===== config.mk =====
export PLATFORM = sky130hd
export DESIGN_NAME = prv_trap_ctl
export DESIGN_NICKNAME = d
export VERILOG_FILES = /design/src/rtl/prv_trap_pkg.sv /design/src/rtl/prv_op_decode.sv /design/src/rtl/prv_field_guard.sv /design/src/rtl/prv_mode_ctl.sv /design/src/rtl/prv_trap_ctl.sv
export SDC_FILE = /design/constraint.sdc
export NUM_CORES = 1
export LEC_CHECK = 0
export ABC_CLOCK_PERIOD_IN_PS = 4070
export CORE_MARGIN = 1.5
export CORE_UTILIZATION = 35
export CTS_CLUSTER_DIAMETER = 60
export CTS_CLUSTER_SIZE = 12
export DETAILED_ROUTE_END_ITERATION = 10
export PLACE_DENSITY = 0.82
export SLEW_MARGIN = 20
export SYNTH_ARGS = -nofsm -noshare
export SYNTH_HDL_FRONTEND = slang
export SYNTH_SLANG_ARGS = --single-unit
export TNS_END_PERCENT = 1

===== constraint.sdc =====
create_clock -name clk -period 4.07 [get_ports clk]
set_input_delay 0.407 -clock clk [delete_from_list [all_inputs] [get_ports clk]]
set_output_delay 0.407 -clock clk [all_outputs]
set_load 0.01 [all_outputs]

===== src/rtl/prv_trap_pkg.sv =====
package prv_trap_pkg;
   // opcode class that covers every device transfer, field switches included
   localparam logic [2:0] OPC_DEVICE  = 3'd6;
   // leading nibble of a second-group operate word
   localparam logic [3:0] OPR_GRP2    = 4'hF;
   localparam int         BIT_SWOR    = 2;
   localparam int         BIT_HALT    = 1;
   localparam int         BIT_GRPSEL  = 0;
   localparam int         OPC_W       = 3;

   typedef struct packed {
      logic instr_bad;
      logic field_bad;
   } prv_cause_t;
endpackage


===== src/rtl/prv_op_decode.sv =====
module prv_op_decode
   import prv_trap_pkg::*;
#(
   parameter int WORD_W = 12
) (
   input  logic              inst_valid,
   input  logic [WORD_W-1:0] inst_word,
   output logic              priv_op
);
   localparam int OPC_LSB = WORD_W - OPC_W;

   logic is_dev;
   logic is_grp2;
   logic grp2_priv;

   always_comb begin
      is_dev    = (inst_word[WORD_W-1:OPC_LSB] == OPC_DEVICE);
      is_grp2   = (inst_word[WORD_W-1:WORD_W-4] == OPR_GRP2) && !inst_word[BIT_GRPSEL];
      grp2_priv = is_grp2 && (inst_word[BIT_SWOR] || inst_word[BIT_HALT]);
      priv_op   = inst_valid && (is_dev || grp2_priv);
   end
endmodule


===== src/rtl/prv_field_guard.sv =====
module prv_field_guard #(
   parameter int FIELD_W = 3,
   parameter bit CONFINE = 1'b1
) (
   input  logic               mem_req,
   input  logic [FIELD_W-1:0] mem_field,
   input  logic [FIELD_W-1:0] home_field,
   output logic               breach
);
   generate
      if (CONFINE) begin : g_confine
         always_comb breach = mem_req && (mem_field != home_field);
      end else begin : g_open
         always_comb breach = 1'b0;
      end
   endgenerate
endmodule


===== src/rtl/prv_mode_ctl.sv =====
module prv_mode_ctl
   import prv_trap_pkg::*;
#(
   parameter int WORD_W  = 12,
   parameter int FIELD_W = 3
) (
   input  logic               clk,
   input  logic               rst_n,
   input  prv_cause_t         cause,
   input  logic [WORD_W-1:0]  pc_in,
   input  logic [FIELD_W-1:0] cur_ifield,
   input  logic [FIELD_W-1:0] cur_dfield,
   input  logic               int_en,
   input  logic               int_ack,
   input  logic               rti_strobe,
   input  logic               enter_user,
   output logic               user_mode,
   output logic               trap_pend,
   output logic               take,
   output logic               offend,
   output logic [WORD_W-1:0]  sav_pc,
   output logic [FIELD_W-1:0] sav_ifield,
   output logic [FIELD_W-1:0] sav_dfield
);
   logic mode_saved;

   always_comb begin
      offend = user_mode && (cause.instr_bad || cause.field_bad);
      take   = trap_pend && int_en;
   end

   always_ff @(posedge clk or negedge rst_n) begin
      if (!rst_n) begin
         user_mode  <= 1'b0;
         mode_saved <= 1'b0;
      end else if (take || int_ack) begin
         mode_saved <= user_mode;
         user_mode  <= 1'b0;
      end else if (rti_strobe) begin
         user_mode  <= mode_saved;
      end else if (enter_user && !user_mode) begin
         user_mode  <= 1'b1;
      end
   end

   always_ff @(posedge clk or negedge rst_n) begin
      if (!rst_n)      trap_pend <= 1'b0;
      else if (take)   trap_pend <= 1'b0;
      else if (offend) trap_pend <= 1'b1;
   end

   always_ff @(posedge clk or negedge rst_n) begin
      if (!rst_n) begin
         sav_pc     <= '0;
         sav_ifield <= '0;
         sav_dfield <= '0;
      end else if (offend && !trap_pend) begin
         sav_pc     <= pc_in;
         sav_ifield <= cur_ifield;
         sav_dfield <= cur_dfield;
      end
   end
endmodule


===== src/rtl/prv_trap_ctl.sv =====
module prv_trap_ctl
   import prv_trap_pkg::*;
#(
   parameter int WORD_W    = 12,
   parameter int FIELD_W   = 3,
   parameter int VEC_FIELD = 0,
   parameter int VEC_ADDR  = 1,
   parameter bit CONFINE   = 1'b1
) (
   input  logic               clk,
   input  logic               rst_n,
   input  logic               inst_valid,
   input  logic [WORD_W-1:0]  inst_word,
   input  logic               mem_req,
   input  logic [FIELD_W-1:0] mem_field,
   input  logic [FIELD_W-1:0] cur_ifield,
   input  logic [FIELD_W-1:0] cur_dfield,
   input  logic [WORD_W-1:0]  pc_in,
   input  logic               int_en,
   input  logic               int_ack,
   input  logic               rti_strobe,
   input  logic               enter_user,
   output logic               suppress,
   output logic               trap_req,
   output logic               trap_pend,
   output logic               user_mode,
   output logic [FIELD_W-1:0] trap_vec_field,
   output logic [WORD_W-1:0]  trap_vec_addr,
   output logic [WORD_W-1:0]  sav_pc,
   output logic [FIELD_W-1:0] sav_ifield,
   output logic [FIELD_W-1:0] sav_dfield
);
   localparam int NUM_FIELDS = 1 << FIELD_W;

   generate
      if (WORD_W != 12) begin : g_bad_word
         $error("prv_trap_ctl: decode needs a 12-bit word");
      end
      if (VEC_FIELD >= NUM_FIELDS) begin : g_bad_vfield
         $error("prv_trap_ctl: vector field out of range");
      end
      if (VEC_ADDR >= (1 << WORD_W)) begin : g_bad_vaddr
         $error("prv_trap_ctl: vector address out of range");
      end
   endgenerate

   prv_cause_t cause;
   logic       priv_op;
   logic       breach;
   logic       take;
   logic       offend;

   prv_op_decode #(.WORD_W(WORD_W)) dec_i (
      .inst_valid (inst_valid),
      .inst_word  (inst_word),
      .priv_op    (priv_op)
   );

   prv_field_guard #(.FIELD_W(FIELD_W), .CONFINE(CONFINE)) fg_i (
      .mem_req    (mem_req),
      .mem_field  (mem_field),
      .home_field (cur_ifield),
      .breach     (breach)
   );

   always_comb begin
      cause.instr_bad = priv_op;
      cause.field_bad = breach;
   end

   prv_mode_ctl #(.WORD_W(WORD_W), .FIELD_W(FIELD_W)) mc_i (
      .clk        (clk),
      .rst_n      (rst_n),
      .cause      (cause),
      .pc_in      (pc_in),
      .cur_ifield (cur_ifield),
      .cur_dfield (cur_dfield),
      .int_en     (int_en),
      .int_ack    (int_ack),
      .rti_strobe (rti_strobe),
      .enter_user (enter_user),
      .user_mode  (user_mode),
      .trap_pend  (trap_pend),
      .take       (take),
      .offend     (offend),
      .sav_pc     (sav_pc),
      .sav_ifield (sav_ifield),
      .sav_dfield (sav_dfield)
   );

   always_comb begin
      suppress       = offend;
      trap_req       = take;
      trap_vec_field = FIELD_W'(VEC_FIELD);
      trap_vec_addr  = WORD_W'(VEC_ADDR);
   end
endmodule


==> flow_summary.json <==
{
  "drive_gt1_frac": 0.182,
  "vias_per_cell": 4.56,
  "clock_latency_ns": 0.29,
  "cts_tree": "done",
  "p_per_area_mw_per_mm2": 494,
  "hpwl_mm": 1.78,
  "pre_cts_slack_ns": 1.57,
  "crit_chain": "clkdlybuf4s50_1 -> xnor2_1 -> nand3_1 -> a22oi_1 -> nor2b_1 -> clkdlybuf4s50_1",
  "gr-usage-all-layers": 0.134,
  "leakage_nw": 0.716,
  "ioPinCount": 78,
  "start_kind": "primary input",
  "vias": 766,
  "failed_checks": "design-rule violations",
  "fmax_mhz": 418,
  "gr-total-overflow": 0,
  "rows": 19,
  "yosysSeqAreaShare": 0.494,
  "die_area_mm2": 0.00338,
  "crit_type": "in2out",
  "initial_core_util": 0.376,
  "hp-class": "reg2reg",
  "antenna_cells": 0,
  "ys.flop_type": "dfrtp_1",
  "io_buffers": 57,
  "post_cts_buffers": 0,
  "yosysUniqueCellTypes": 23,
  "wire_per_inst_um": 12.9,
  "drt_wl_total_mm": 2.16,
  "post-route-drc-count": 7,
  "grt_max_degree": 22,
  "worstPathArrival_ns": 1.98,
  "critPathCaptureType": "primary output",
  "cts_root_buffer": "clkbuf_4",
  "grt_pass1_wl_mm": 3.43,
  "hold_buffers": 0,
  "first_global_vias": 761,
  "skew_ns": 0.00644,
  "cpMostUsedCell": "clkdlybuf4s50_1",
  "final_nets": 179,
  "synth_edf_count": 0,
  "setup_ws_ns": 1.68,
  "rsz0062_at_grt": "no",
  "place_congestion": 0.621,
  "yosys_warnings": 0,
  "clk_pin_slew_ns": 0.11,
  "antenna_found_initial": 0,
  "cts_max_level": 1,
  "clock-sinks": 21,
  "ant_nets": 0,
  "final_cell_mix": "57 x clkdlybuf4s50_1, 21 x dfrtp_1, 15 x conb_1",
  "setup_violations": 0,
  "critPathSlowestCell": "clkdlybuf4s50_1",
  "syn_to_final_growth_pct": 52.6,
  "initialDrtViolationCount": 24,
  "async_reset_ff_frac": 1.00,
  "fp.dieW_um": 58.2,
  "numCtsBuffers": 3,
  "relSlewSlack": 0.397,
  "syn-cell-area_mm2": 0.00106,
  "period_share": 0.588,
  "fillCellCount": 252,
  "synth_seq_cells": 21,
  "setup-tns-final_ns": 0,
  "syn_inst": 79,
  "ir_drop_uv": 305,
  "die_h_um": 58.2,
  "synth.avg_cell_area_um2": 13.5,
  "maxCapViolCount": 0,
  "drtPass1Iterations": 9,
  "slew_violations": 0,
  "status": "finished, violations left",
  "cts_resized": 0,
  "tightest_slew_ns": 0.902,
  "path_max_fanout": 2,
  "hold_slack_ns": 0.519,
  "cts_max_path_buffers": 2,
  "coreArea_mm2": 0.00283,
  "total_power_w": 0.000802,
  "crit_path_max_incr_delay_ns": 0.47,
  "hold_viol_final": 0,
  "cp.required_ns": 3.66,
  "fin_crit_ns": 2.39,
  "final_common_cell": "clkdlybuf4s50_1"
}
-- cell families after synthesis --
group,share of synthesized area
other cells,0.00705
compound gates,0.0729
xor+xnor,0.0247
buf+inv,0.123
flops,0.494
simple gates,0.0458
mux,0.233
-- sequential cells by signal, summed over array words and instances, names as in the netlist --
| name | flops |
|---|---|
| mc_i.trap_pend | 1 |
| mc_i.sav_ifield | 3 |
| mc_i.user_mode | 1 |
| mc_i.mode_saved | 1 |
| mc_i.sav_dfield | 3 |
| mc_i.sav_pc | 12 |
-- critical path: cells and delay by family --
kind | cells | cell delay [ns]
AO/OA/AOI/OAI | 1 | 0.19
XOR/XNOR | 1 | 0.30
buffers and inverters | 2 | 0.90
AND/OR/NAND/NOR | 2 | 0.18
-- stage by stage --
stage                     instances  area [um^2]   util
after floorplan                  92         1110      -
after global placement          164         1600  0.565
after global routing            168         1630  0.575
after CTS                       168         1630  0.575
final                           168         1630  0.575
after detailed placement        164         1600  0.565
-- path summary, 6_finish.rpt --
check	startpoint	to	slack, ns	depth (start not counted)
max in group asynchronous	rst_n	mc_i.sav_ifield[1]	2.91	1
min in group asynchronous	rst_n	mc_i.sav_pc[8]	0.61	1
max	cur_ifield[1]	suppress	1.68	6
min	mc_i.sav_dfield[0]	mc_i.sav_dfield[0]	0.52	1
max reg2reg	mc_i.trap_pend	mc_i.sav_pc[10]	2.24	3
min reg2reg	mc_i.sav_dfield[0]	mc_i.sav_dfield[0]	0.52	1
-- layout make-up --
class,count,area [um^2],area share
repair buffers,57,571,0.351
multi-input cells,53,457,0.281
well taps,31,38.8,0.0239
flip-flops and latches,21,526,0.323
inverters,2,7.51,0.00462
clock buffers,4,26.3,0.0162
-- cell usage after synthesis (2+ instances only) --
cell type,n,area (um^2)
buf_4,15,113
conb_1,2,7.51
dfrtp_1,21,526
inv_1,2,7.51
mux2_2,10,113
mux2_4,9,135
nor2_1,2,7.51
xnor2_1,3,26.3
-- report_power, final --
part           leakage (nW)  internal (W)  switching [W]
clock network        0.0150     0.0000381      0.0000580
registers             0.253      0.000288      0.0000463
logic                 0.448      0.000250       0.000122
total                 0.716      0.000576       0.000226
-- routing by layer --
metal / global-route usage / up-vias / share of wire
li1: - / 354 / -
met3: 0.0446 / 0 / 0.10
met4: 0.0399 / 0 / 0
met5: 0 / - / 0
met2: 0.234 / 48 / 0.51
met1: 0.156 / 364 / 0.39
No activity file was read; power rests on OpenSTA's default activity.
